[src/rtl/i2s_rx_pkg.sv]
// Shared types for the I2S receive capture block.
package i2s_rx_pkg;

    // Controller state; the encoding is visible to software as the status field.
    typedef enum logic [1:0] {
        ST_IDLE   = 2'b00,
        ST_ARMING = 2'b01,
        ST_RUN    = 2'b10,
        ST_DRAIN  = 2'b11
    } rx_state_e;

endpackage

[src/rtl/i2s_rx_deser.sv]
// Serial-to-parallel word builder for an I2S slave receiver.
// Does: samples ws and sd on the rising bit clock, detects word-select changes,
//       flags frame boundaries (ws falling) and offers each finished slot word.
// Assumes: I2S framing, MSB one bit clock after the ws change, slot length equal
//          to WORD_W; a slot of any other length is reported as not done.
module i2s_rx_deser #(
    parameter int WORD_W = 16
) (
    input  logic              clk,
    input  logic              rst_n,
    input  logic              ws,
    input  logic              sd,
    output logic              frame_start,
    output logic              word_done,
    output logic [WORD_W-1:0] word_data,
    output logic              word_right
);
    localparam int CNT_W = $clog2(WORD_W + 1);
    localparam logic [CNT_W-1:0] CNT_MAX  = {CNT_W{1'b1}};
    localparam logic [CNT_W-1:0] CNT_FULL = CNT_W'(WORD_W - 1);

    logic              ws_prev;
    logic [WORD_W-1:0] shreg;
    logic [CNT_W-1:0]  slot_cnt;
    logic              ws_edge;

    // Word-select change seen in the current sample.
    assign ws_edge     = ws ^ ws_prev;
    assign frame_start = ws_edge & ws_prev;
    // A slot is complete only when exactly WORD_W samples fell inside it.
    assign word_done   = ws_edge && (slot_cnt == CNT_FULL);
    assign word_data   = {shreg[WORD_W-2:0], sd};
    assign word_right  = ws_prev;

    // Sample history, shift register and slot length counter (saturating).
    always_ff @(posedge clk) begin
        if (!rst_n) begin
            ws_prev  <= 1'b0;
            shreg    <= '0;
            slot_cnt <= CNT_MAX;
        end else begin
            ws_prev <= ws;
            shreg   <= {shreg[WORD_W-2:0], sd};
            if (ws_edge)
                slot_cnt <= '0;
            else if (slot_cnt != CNT_MAX)
                slot_cnt <= slot_cnt + CNT_W'(1);
        end
    end


    single_done_chk: assert property (@(posedge clk) disable iff (!rst_n)
        word_done |=> !word_done);

endmodule

[src/rtl/i2s_rx_seq.sv]
// Enable sequencer for the I2S receiver.
// Does: moves idle -> arming -> running -> draining -> idle, changing state
//       only on frame boundaries; each pending state lasts PEND_FRAMES frames.
// Assumes: frame_start is a single-cycle flag from the deserializer.
module i2s_rx_seq
    import i2s_rx_pkg::*;
#(
    parameter int PEND_FRAMES = 2
) (
    input  logic      clk,
    input  logic      rst_n,
    input  logic      en,
    input  logic      frame_start,
    output rx_state_e state
);
    localparam int PEND_W = $clog2(PEND_FRAMES + 1);
    localparam logic [PEND_W-1:0] PEND_LAST = PEND_W'(PEND_FRAMES - 1);

    rx_state_e         nxt;
    logic [PEND_W-1:0] pend_cnt;
    logic              pend_last;
    logic              pending;

    assign pend_last = (pend_cnt == PEND_LAST);
    assign pending   = (state == ST_ARMING) || (state == ST_DRAIN);

    // Next-state choice, evaluated only at frame boundaries.
    always_comb begin
        nxt = state;
        if (frame_start) begin
            case (state)
                ST_IDLE:   if (en)         nxt = ST_ARMING;
                ST_ARMING: if (pend_last)  nxt = ST_RUN;
                ST_RUN:    if (!en)        nxt = ST_DRAIN;
                ST_DRAIN:  if (pend_last)  nxt = ST_IDLE;
                default:                   nxt = ST_IDLE;
            endcase
        end
    end

    // State register and count of frames spent in a pending state.
    always_ff @(posedge clk) begin
        if (!rst_n) begin
            state    <= ST_IDLE;
            pend_cnt <= '0;
        end else begin
            state <= nxt;
            if (frame_start) begin
                if (nxt != state)
                    pend_cnt <= '0;
                else if (pending)
                    pend_cnt <= pend_cnt + PEND_W'(1);
            end
        end
    end


    boundary_only_chk: assert property (@(posedge clk) disable iff (!rst_n)
        !frame_start |=> $stable(state));


    idle_exit_chk: assert property (@(posedge clk) disable iff (!rst_n)
        (state == ST_IDLE) |=> (state == ST_IDLE || state == ST_ARMING));


    run_exit_chk: assert property (@(posedge clk) disable iff (!rst_n)
        (state == ST_RUN) |=> (state == ST_RUN || state == ST_DRAIN));

endmodule

[src/rtl/i2s_rx_capture.sv]
// I2S slave receive capture with frame-aligned enable sequencing.
// Does: builds channel words from the serial stream and writes them toward the
//       receive FIFO only while the sequencer is running.
// Assumes: everything runs in the bit clock domain; rx_en is a stable register bit.
module i2s_rx_capture
    import i2s_rx_pkg::*;
#(
    parameter int WORD_W      = 16,
    parameter int PEND_FRAMES = 2
) (
    input  logic              bclk,
    input  logic              rst_n,
    input  logic              ws,
    input  logic              sd,
    input  logic              rx_en,
    output logic              push,
    output logic [WORD_W-1:0] push_data,
    output logic              push_right,
    output logic [1:0]        status
);
    logic              frame_start;
    logic              word_done;
    logic [WORD_W-1:0] word_data;
    logic              word_right;
    rx_state_e         st;

    i2s_rx_deser #(.WORD_W(WORD_W)) u_deser (
        .clk         (bclk),
        .rst_n       (rst_n),
        .ws          (ws),
        .sd          (sd),
        .frame_start (frame_start),
        .word_done   (word_done),
        .word_data   (word_data),
        .word_right  (word_right)
    );

    i2s_rx_seq #(.PEND_FRAMES(PEND_FRAMES)) u_seq (
        .clk         (bclk),
        .rst_n       (rst_n),
        .en          (rx_en),
        .frame_start (frame_start),
        .state       (st)
    );

    assign status = st;

    // FIFO write register: pass finished words only while running.
    always_ff @(posedge bclk) begin
        if (!rst_n) begin
            push       <= 1'b0;
            push_data  <= '0;
            push_right <= 1'b0;
        end else begin
            push <= word_done && (st == ST_RUN);
            if (word_done) begin
                push_data  <= word_data;
                push_right <= word_right;
            end
        end
    end


    push_in_run_chk: assert property (@(posedge bclk) disable iff (!rst_n)
        push |-> ($past(st) == ST_RUN));

endmodule

[config.mk]
export PLATFORM = sky130hd
export DESIGN_NAME = i2s_rx_capture
export DESIGN_NICKNAME = d
export VERILOG_FILES = /design/src/rtl/i2s_rx_pkg.sv /design/src/rtl/i2s_rx_deser.sv /design/src/rtl/i2s_rx_seq.sv /design/src/rtl/i2s_rx_capture.sv
export SDC_FILE = /design/constraint.sdc
export NUM_CORES = 1
export LEC_CHECK = 0
export ABC_AREA = 1
export ABC_CLOCK_PERIOD_IN_PS = 2600
export BUFFER_PORTS_ARGS = -buffer_cell sky130_fd_sc_hd__buf_2
export CAP_MARGIN = 20
export CORE_ASPECT_RATIO = 0.5
export CORE_MARGIN = 8
export CORE_UTILIZATION = 59
export DETAILED_ROUTE_END_ITERATION = 8
export PLACE_DENSITY = 0.89
export SLEW_MARGIN = 15
export SYNTH_ARGS = -nofsm -noshare
export SYNTH_HDL_FRONTEND = slang
export SYNTH_HIERARCHICAL = 1
export SYNTH_SLANG_ARGS = --single-unit
[constraint.sdc]
create_clock -name bclk -period 2.6 [get_ports bclk]
set_input_delay 0.52 -clock bclk [delete_from_list [all_inputs] [get_ports bclk]]
set_output_delay 0.52 -clock bclk [all_outputs]
set_load 0.02 [all_outputs]
==> run summary <==
Crit Path Category -> flop to flop
Ys Warns -> 6
# setup viols final -> 0
Cell Area, Synth -> 0.00177 mm^2
CTS Hold Bufs -> 0
Buffers on Ports -> 24
Worst VDD drop -> 0.000315 V
Clk slew on worst S/H paths -> 80 ps
Htree depth -> 2
Initial Util -> 60.4%
Final Skew -> 7.77 ps
Crit. End Element -> flop
PwrDens -> 648 mW/mm^2
Mapped Nets -> 239
Area grow syn2layout -> 10.1%
Post-route antenna net violation count -> 0
Post-Syn Area per Cell -> 7.71 um^2
Grt total ovfl -> 0
CTS tree -> done
Clock root cell -> clkbuf_8
Flops & latches, synth -> 43
Tightest Hold Check Type -> primary input to flop
Core Region -> 0.00293 mm^2
Arrival time worst endpoint -> 2110 ps
Full die area -> 0.00510 mm^2
Total of max-cap violations -> 0
Iteration-0 DRC Markers -> 108
Vias -> 1318
Initial antenna violation count -> 0
Clock Latency Late Sink -> 300 ps
Yosys top cell area share -> 48.8%
Fin crit share -> 73.6%
Share of cells above drive strength 1 -> 24.5%
Setup TNS -> 0 ps
Final min period -> 1910 ps
Ant. Diodes -> 0
Num CTS Buffers -> 5
RSZ-0062 raised after global routing -> false
DR WL/cell -> 9.54 um
Synth Flop Type -> dfxtp_1
Largest area contributor in the netlist -> dfxtp_1
I/O pins -> 25
Setup crit start kind -> flop
LEAKAGE -> 1.00 nW
Largest net degree at the start of global routing -> 44
Status -> completed
Slew headroom -> 55.2%
Global-route wire length before repair -> 4.60 mm
Vias in the first global route -> 1145
Most common cell in the synthesized netlist -> nand2_1
Post-synth top cells -> 53 x nand2_1, 47 x inv_1, 43 x dfxtp_1, 26 x nor2_1, 13 x nand2_2
Fmax -> 522 MHz
Die width -> 93.4 um
Worst Tran Pin Value -> 672 ps
Crit path max fanout -> 35
Seq/Total Area, Yosys -> 48.8%
WP data required -> 2790 ps
Clock sinks -> 43
Final hold viol count -> 0
Unique masters post-synth -> 24
Pins Over Slew Limit -> 0
Site Rows -> 14
Hpwl dp -> 2.02 mm
Placer Congestion -> 0.860
Post-CTS setup buffer count -> 0
Die extent in y -> 54.7 um
Vias per inst -> 4.50
Max clock buf depth -> 2
Final nets -> 262
Router iterations before antenna repair -> 4
Cells after Synth -> 229
CTS-repair resized insts -> 0
Tot GR Track Use -> 11.8%
WL final -> 2.80 mm
Top post-synthesis cells by area -> dfxtp_1 49%, nand2_1 11%, inv_1 10%
# DRC -> 0
Post-synth EDFFs -> 0
Asr flop ratio synth -> 0%
Final Total Pwr -> 1.26 mW
==> per-layer routing <==
layer | up-vias | wire length [um] | track usage, %
li1 | 708 | - | -
met1 | 580 | 1220 | 11.4
met2 | 20 | 1380 | 21.5
met3 | 10 | 143 | 4.24
met4 | 0 | 53 | 9.23
met5 | - | 0 | 0
==> through the flow <==
stage               hold slack, ps  setup slack, ps  instances  cell area (um^2)  utilization, %
floorplan                      413             1010        229              1770               -
global placement               418              791        285              1860            63.4
detailed placement             423              701        285              1860            63.4
CTS                            407              673        293              1940            66.5
global route                   410              441        293              1940            66.5
finish                         416              685        293              1940            66.5
==> kinds of logic after synthesis <==
kind of cell             after synthesis  synth area share [%]
AND/OR/NAND/NOR                      113                  28.8
buffers and inverters                 58                  15.5
flip-flops                            43                  48.8
AO/OA/AOI/OAI                         10                  3.40
adder cells (fa/ha/maj)                5                  3.54
==> layout by cell type, fill, tap and decap left out, drive strengths merged <==
cell type and instances:
o211ai 1, nor2 36, nand2 66, clkinv 1
a21oi 4, dfxtp 43, nand4 2, clkinvlp 2
o221ai 1, buf 25, nand3 7, nor3 2
o21ai 4, clkbuf 5, ha 5, inv 49
==> critical path, cell delays in order, from the launching register on <==
cell and delay, ps:
dfxtp_1 430, ha_1 180, inv_1 60, nor3_1 240
ha_1 220, inv_1 50, nor2_2 60, buf_4 360
nand2_2 90, nand2_1 70, nor2_1 60
==> worst paths after layout <==
check / from / end / slack [ps] / cells past startpoint
setup / recovery: u_deser/slot_cnt[0]$_SDFFE_PN1P_ / push_data[12]$_SDFFE_PN0P_ / 690 / 10
hold / removal: ws / u_deser/word_right$_SDFF_PN0_ / 420 / 3
setup reg to reg: u_deser/slot_cnt[0]$_SDFFE_PN1P_ / push_data[12]$_SDFFE_PN0P_ / 690 / 10
hold reg to reg: u_deser/shreg[13]$_SDFF_PN0_ / u_deser/shreg[14]$_SDFF_PN0_ / 420 / 2
==> final cells by class <==
cell class	count	area, um^2
well taps	40	50.0
flip-flops and latches	43	861
clock inverters	3	20.0
multi-input cells	128	633
inverters	49	184
repair buffers	25	128
fillers	245	981
clock buffers	5	68.8
==> where the power goes <==
group          switching (mW)  internal (mW)  total, mW
Clock                   0.225          0.187      0.412
Combinational          0.0928         0.0525      0.145
Sequential             0.0164          0.686      0.702
Total                   0.334          0.925       1.26
==> registers in the layout (all words and copies together) (netlist names) <==
name	flops
push_data	16
u_seq/state	2
u_seq/pend_cnt	2
push_right	1
push	1
u_deser/slot_cnt	5
u_deser/word_right	1
u_deser/shreg	15
(Power assumes the default switching activity.)
